### config.mk
export PLATFORM = sky130hd
export DESIGN_NAME = alu8_flag_unit
export DESIGN_NICKNAME = d
export VERILOG_FILES = /design/src/rtl/alu8_pkg.sv /design/src/rtl/alu8_reset_sync.sv /design/src/rtl/alu8_func_core.sv /design/src/rtl/alu8_carry_ctl.sv /design/src/rtl/alu8_state_regs.sv /design/src/rtl/alu8_flag_unit.sv
export SDC_FILE = /design/constraint.sdc
export NUM_CORES = 1
export LEC_CHECK = 0
export BUFFER_PORTS_ARGS = -buffer_cell sky130_fd_sc_hd__buf_4
export CORE_MARGIN = 2
export CORE_UTILIZATION = 40
export CTS_CLUSTER_SIZE = 10
export DETAILED_ROUTE_END_ITERATION = 10
export MAX_ROUTING_LAYER = met4
export PLACE_DENSITY = 0.59
export SYNTH_ARGS = -nofsm -noshare
export SYNTH_HDL_FRONTEND = slang
export SYNTH_SLANG_ARGS = --single-unit
export TNS_END_PERCENT = 100
### constraint.sdc
create_clock -name clk -period 0.8 [get_ports clk]
set_input_delay 0.04 -clock clk [delete_from_list [all_inputs] [get_ports clk]]
set_output_delay 0.04 -clock clk [all_outputs]
set_load 0.1 [all_outputs]
### src/rtl/alu8_pkg.sv
package alu8_pkg;

  typedef enum logic [3:0] {
    F_PASS_A = 4'h0, F_NOT_A  = 4'h1, F_PASS_B = 4'h2, F_NOT_B  = 4'h3,
    F_ADD    = 4'h4, F_SUB    = 4'h5, F_AND    = 4'h6, F_OR     = 4'h7,
    F_ROR    = 4'h8, F_ROL    = 4'h9, F_RORC   = 4'hA, F_ROLC   = 4'hB,
    F_INC_A  = 4'hC, F_DEC_A  = 4'hD, F_INC_B  = 4'hE, F_DEC_B  = 4'hF
  } func_e;

  typedef enum logic [1:0] {
    C_CLR = 2'b00, C_SET = 2'b01, C_TGL = 2'b10, C_EXT = 2'b11
  } carry_cmd_e;

endpackage

### src/rtl/alu8_reset_sync.sv
module alu8_reset_sync (
  input  logic clk,
  input  logic rst_n,
  output logic rst_sync_n
);
  logic [1:0] stage_q;

  always_ff @(posedge clk or negedge rst_n) begin
    if (!rst_n) stage_q <= 2'b00;
    else        stage_q <= {stage_q[0], 1'b1};
  end

  assign rst_sync_n = stage_q[1];
endmodule

### src/rtl/alu8_func_core.sv
module alu8_func_core
  import alu8_pkg::*;
#(
  parameter int W = 8
) (
  input  logic [W-1:0] opa,
  input  logic [W-1:0] opb,
  input  logic         cin,
  input  logic [3:0]   func,
  output logic [W-1:0] res,
  output logic         cout,
  output logic         nout
);
  localparam int WX = W + 1;

  logic [WX-1:0] ext_a, ext_b, ext_c, wide;
  logic          is_arith;

  assign ext_a = {1'b0, opa};
  assign ext_b = {1'b0, opb};
  assign ext_c = {{W{1'b0}}, cin};

  always_comb begin
    wide     = '0;
    res      = '0;
    cout     = 1'b0;
    is_arith = 1'b0;
    unique case (func_e'(func))
      F_PASS_A: res = opa;
      F_NOT_A:  res = ~opa;
      F_PASS_B: res = opb;
      F_NOT_B:  res = ~opb;
      F_ADD: begin
        wide = ext_a + ext_b + ext_c;
        {cout, res} = wide;
        is_arith = 1'b1;
      end
      F_SUB: begin
        wide = ext_a - ext_b - ext_c;
        {cout, res} = wide;
        is_arith = 1'b1;
      end
      F_AND:    res = opa & opb;
      F_OR:     res = opa | opb;
      F_ROR:    res = {opa[0], opa[W-1:1]};
      F_ROL:    res = {opa[W-2:0], opa[W-1]};
      F_RORC: begin
        res  = {cin, opa[W-1:1]};
        cout = opa[0];
      end
      F_ROLC: begin
        res  = {opa[W-2:0], cin};
        cout = opa[W-1];
      end
      F_INC_A: begin wide = ext_a + 1'b1; {cout, res} = wide; end
      F_DEC_A: begin wide = ext_a - 1'b1; {cout, res} = wide; end
      F_INC_B: begin wide = ext_b + 1'b1; {cout, res} = wide; end
      F_DEC_B: begin wide = ext_b - 1'b1; {cout, res} = wide; end
      default: res = '0;
    endcase
  end

  // signed overflow for add/sub, sign bit otherwise
  always_comb begin
    nout = res[W-1];
    if (is_arith) begin
      if (func_e'(func) == F_ADD)
        nout = (opa[W-1] == opb[W-1]) && (res[W-1] != opa[W-1]);
      else
        nout = (opa[W-1] != opb[W-1]) && (res[W-1] != opa[W-1]);
    end
  end
endmodule

### src/rtl/alu8_carry_ctl.sv
module alu8_carry_ctl
  import alu8_pkg::*;
(
  input  logic [1:0] cmd,
  input  logic       c_now,
  input  logic       ext_bit,
  output logic       c_cmd
);
  always_comb begin
    unique case (carry_cmd_e'(cmd))
      C_CLR:   c_cmd = 1'b0;
      C_SET:   c_cmd = 1'b1;
      C_TGL:   c_cmd = ~c_now;
      C_EXT:   c_cmd = ext_bit;
      default: c_cmd = c_now;
    endcase
  end
endmodule

### src/rtl/alu8_state_regs.sv
module alu8_state_regs #(
  parameter int W = 8
) (
  input  logic         clk,
  input  logic         rst_n,
  input  logic         alu_en,
  input  logic         dst_sel,
  input  logic [W-1:0] alu_res,
  input  logic         alu_c,
  input  logic         alu_n,
  input  logic         cmd_en,
  input  logic         c_cmd,
  input  logic         wr_en,
  input  logic         wr_sel,
  input  logic [W-1:0] wr_data,
  output logic [W-1:0] a_q,
  output logic [W-1:0] b_q,
  output logic         c_q,
  output logic         n_q,
  output logic         z_q
);
  logic [W-1:0] a_d, b_d;
  logic         c_d, n_d, z_d;
  logic         upd_en;

  assign upd_en = alu_en | cmd_en | wr_en;

  always_comb begin
    a_d = a_q;
    b_d = b_q;
    c_d = c_q;
    n_d = n_q;
    z_d = z_q;
    if (alu_en) begin
      if (dst_sel) b_d = alu_res;
      else         a_d = alu_res;
      c_d = alu_c;
      n_d = alu_n;
      z_d = ~|alu_res;
    end else begin
      if (cmd_en) c_d = c_cmd;
      if (wr_en) begin
        if (wr_sel) b_d = wr_data;
        else        a_d = wr_data;
      end
    end
  end

  always_ff @(posedge clk or negedge rst_n) begin
    if (!rst_n) begin
      a_q <= '0;
      b_q <= '0;
      c_q <= 1'b0;
      n_q <= 1'b0;
      z_q <= 1'b0;
    end else if (upd_en) begin
      a_q <= a_d;
      b_q <= b_d;
      c_q <= c_d;
      n_q <= n_d;
      z_q <= z_d;
    end
  end
endmodule

### src/rtl/alu8_flag_unit.sv
module alu8_flag_unit #(
  parameter int W = 8
) (
  input  logic         clk,
  input  logic         rst_n,
  input  logic         alu_en,
  input  logic         dst_sel,
  input  logic [3:0]   func,
  input  logic         cmd_en,
  input  logic [1:0]   cmd,
  input  logic         ext_bit,
  input  logic         wr_en,
  input  logic         wr_sel,
  input  logic [W-1:0] wr_data,
  output logic [W-1:0] reg_a,
  output logic [W-1:0] reg_b,
  output logic         flag_c,
  output logic         flag_n,
  output logic         flag_z
);
  logic         rst_sync_n;
  logic [W-1:0] core_res;
  logic         core_c, core_n, cmd_c;

  alu8_reset_sync u_rst (
    .clk        (clk),
    .rst_n      (rst_n),
    .rst_sync_n (rst_sync_n)
  );

  alu8_func_core #(.W(W)) u_core (
    .opa  (reg_a),
    .opb  (reg_b),
    .cin  (flag_c),
    .func (func),
    .res  (core_res),
    .cout (core_c),
    .nout (core_n)
  );

  alu8_carry_ctl u_cctl (
    .cmd     (cmd),
    .c_now   (flag_c),
    .ext_bit (ext_bit),
    .c_cmd   (cmd_c)
  );

  alu8_state_regs #(.W(W)) u_regs (
    .clk     (clk),
    .rst_n   (rst_sync_n),
    .alu_en  (alu_en),
    .dst_sel (dst_sel),
    .alu_res (core_res),
    .alu_c   (core_c),
    .alu_n   (core_n),
    .cmd_en  (cmd_en),
    .c_cmd   (cmd_c),
    .wr_en   (wr_en),
    .wr_sel  (wr_sel),
    .wr_data (wr_data),
    .a_q     (reg_a),
    .b_q     (reg_b),
    .c_q     (flag_c),
    .n_q     (flag_n),
    .z_q     (flag_z)
  );
endmodule

==> results.json <==
{
  "status": "finished, violations left",
  "violations": "setup timing",
  "cts.root.buffer_cell": "clkbuf_8",
  "via_per_inst": 6.09,
  "cts_tree": "yes",
  "grt_max_degree": 23,
  "synthXorXnorAreaFrac": 0.0400,
  "post-route-period-util": 3.88,
  "max-cap-violations": 0,
  "synth_commonest_cells": "nand2_1, ha_1, inv_1, nor2_1, a21oi_1",
  "cp_max_fo": 3,
  "met3_length_um": 983,
  "hpwl_um": 11800,
  "rsz0062_at_grt": "true",
  "clk_pin_slew_ns": 0.08,
  "highest_layer": "met4",
  "synth_cells": 478,
  "antenna_found_initial": 0,
  "synth-adder-area-share": 0.136,
  "fin_ws_ns": -2.30,
  "first_global_vias": 4562,
  "end_kind": "flop",
  "cts_sinks": 21,
  "initial_core_util": 0.407,
  "layout.nets": 699,
  "final_util": 0.660,
  "synth_compound_area_frac": 0.267,
  "fmax_ghz": 0.322,
  "crit_type": "reg -> reg",
  "area_delta_synth_final_pct": 62.2,
  "die_area_um2": 10100,
  "post-route-min-period_ns": 3.10,
  "worst_slew_pin_slew_ns": 0.744,
  "synth_edf_count": 0,
  "drc_errors": 0,
  "core-area_um2": 9150,
  "vias": 4559,
  "ant_nets": 0,
  "powerDensity_nw_per_um2": 2670,
  "routed_wl_um": 14900,
  "required_ns": 0.96,
  "row_count": 35,
  "cts_max_path_buffers": 2,
  "drv_slew": 0,
  "htreeDepth": 1,
  "p_leak_nw": 2.56,
  "synthTopCellsByArea": "dfrtp_1, ha_1, nand2_1",
  "ys_ff_latch": 21,
  "synthesis.area_um2": 3730,
  "io_buffer_count": 40,
  "slew_headroom": 0.498,
  "cts_made_buffers": 3,
  "worstSkewPairLatency_ns": 0.27,
  "setup_viol": 38,
  "die_w_um": 101,
  "synth_top_cell_area_share": 0.141,
  "io_pins": 41,
  "syn-num-nets": 538,
  "met1_length_um": 6390,
  "cp.arrival_ns": 3.26,
  "power_mw": 16.1,
  "drive_above_1_share": 0.486,
  "wl_met2_um": 7030,
  "synthDistinctLibCells": 83,
  "min_path_type": "in -> reg",
  "synth_mux_area_frac": 0.0608,
  "start_kind": "flop",
  "gp_congestion": 0.987,
  "yosys_warnings": 0,
  "grt_pass1_wl_um": 24000,
  "finalHoldViolCount": 0,
  "die_h_um": 101,
  "wl_per_cell_um": 19.9,
  "grt-ovfl-total": 0,
  "synth_area_leader_cell": "dfrtp_1",
  "synth-seq-area-share": 0.141,
  "irDropWorstVdd_mv": 2.03,
  "synth.most_common_cell": "nand2_1",
  "grt_usage": 0.310,
  "syn_area_per_cell_um2": 7.80,
  "fillers": 758,
  "synth_top_family_by_area": "compound AO/OA/AOI/OAI gates",
  "dr.first_iter.drc_count": 386,
  "synthSimpleGateAreaFrac": 0.267,
  "diodes": 0,
  "ys.flop_type": "dfrtp_1",
  "setup_tns_ns": -43.80,
  "synthArstFlopShare": 1.00,
  "firstDrtPassIters": 5,
  "skew_ns": 0.00629
}
==> state kept, by name, indices dropped and copies added, names as in the netlist <==
register	cells
u_regs.n_q	1
u_regs.b_q	8
u_rst.stage_q	2
u_regs.z_q	1
u_regs.c_q	1
u_regs.a_q	8
==> cell usage in the layout (no fill, tap or decap), types with 6 or more instances in the layout <==
cell type  count
dfrtp_4       15
nand3b_1       8
buf_6         11
nor2b_1        6
nand4b_1       7
xnor2_1       10
nor3_1        14
nor3b_1        6
nor2_1        29
buf_12        25
a21oi_1       20
o21ai_0       19
buf_4        160
mux2i_1        6
ha_1          25
nand2_1       37
inv_1         24
nand4_1        9
mux2_4         6
nand3_1        8
a211oi_2       6
ha_4           7
==> worst max-delay path, cell delays in order (launching register included) <==
cell and delay [ns]:
dfrtp_4 0.49, fa_2 0.61, inv_1 0.07, ha_2 0.17
o21a_1 0.18, or4_4 0.44, a32oi_1 0.19, nand4_1 0.11
o211ai_1 0.11, buf_4 0.16, nand4_1 0.12, o41ai_2 0.33
==> logic make-up after synthesis <==
logic type | count (synthesis)
adders and majority gates | 38
muxes | 20
AOI/OAI and AO/OA | 136
and+or+nand+nor | 170
buffers and inverters | 75
DFF | 21
xor gates and xnor gates | 17
other | 1
==> per-stage QoR <==
stage	hold slack [ns]	cell area, µm²	setup slack [ns]	cells
after floorplan	-0.256	4030	-2.28	478
after global placement	-0.178	5350	-2.25	737
after detailed placement	-0.176	5350	-2.35	737
final	0.0832	6040	-2.30	749
after global routing	0.0821	6040	-2.36	749
after CTS	0.0675	5950	-2.22	748
==> worst paths after layout <==
| kind | start | cells past startpoint | endpoint | slack (ns) |
|---|---|---|---|---|
| min reg2reg | u_rst.stage_q[1] | 1 | u_regs.b_q[6] | 0.20 |
| min in group asynchronous | rst_n | 2 | u_rst.stage_q[0] | 0.09 |
| max | u_regs.b_q[0] | 11 | u_regs.z_q | -2.30 |
| min | wr_data[7] | 3 | u_regs.b_q[7] | 0.08 |
| max reg2reg | u_regs.b_q[0] | 11 | u_regs.z_q | -2.30 |
| max in group asynchronous | u_rst.stage_q[1] | 1 | u_regs.a_q[4] | 0.36 |
==> layout make-up <==
class	instances	area [µm²]	share of cell area
timing repair buffer	201	1900	0.314
tap	111	139	0.0230
multi-input combinational	382	3260	0.539
sequential	21	586	0.0969
clock inverter	1	5.00	0.000828
clock buffer	3	41.3	0.00683
inverter	30	118	0.0195
==> timing repair <==
item	4_1_cts	5_1_grt
buffers inserted	6	5
endpoints found under the setup margin	38	38
endpoints found under the hold margin	2	0
gates resized for setup	115	27
pin swaps	25	15
hold buffers	1	0
==> layer usage <==
layer,vias to the layer above,track usage
met4,0,0.0969
li1,2120,-
met2,194,0.499
met5,-,-
met3,42,0.0347
met1,2203,0.409
==> power by group <==
group | internal, mW | total (mW) | leakage (nW) | switching [mW]
registers | 1.42 | 1.71 | 0.229 | 0.295
clock network | 0.348 | 0.710 | 0.0255 | 0.362
logic | 6.41 | 13.7 | 2.30 | 7.30
total | 8.18 | 16.1 | 2.56 | 7.96
Note: power is estimated with default switching activity, not from simulation.
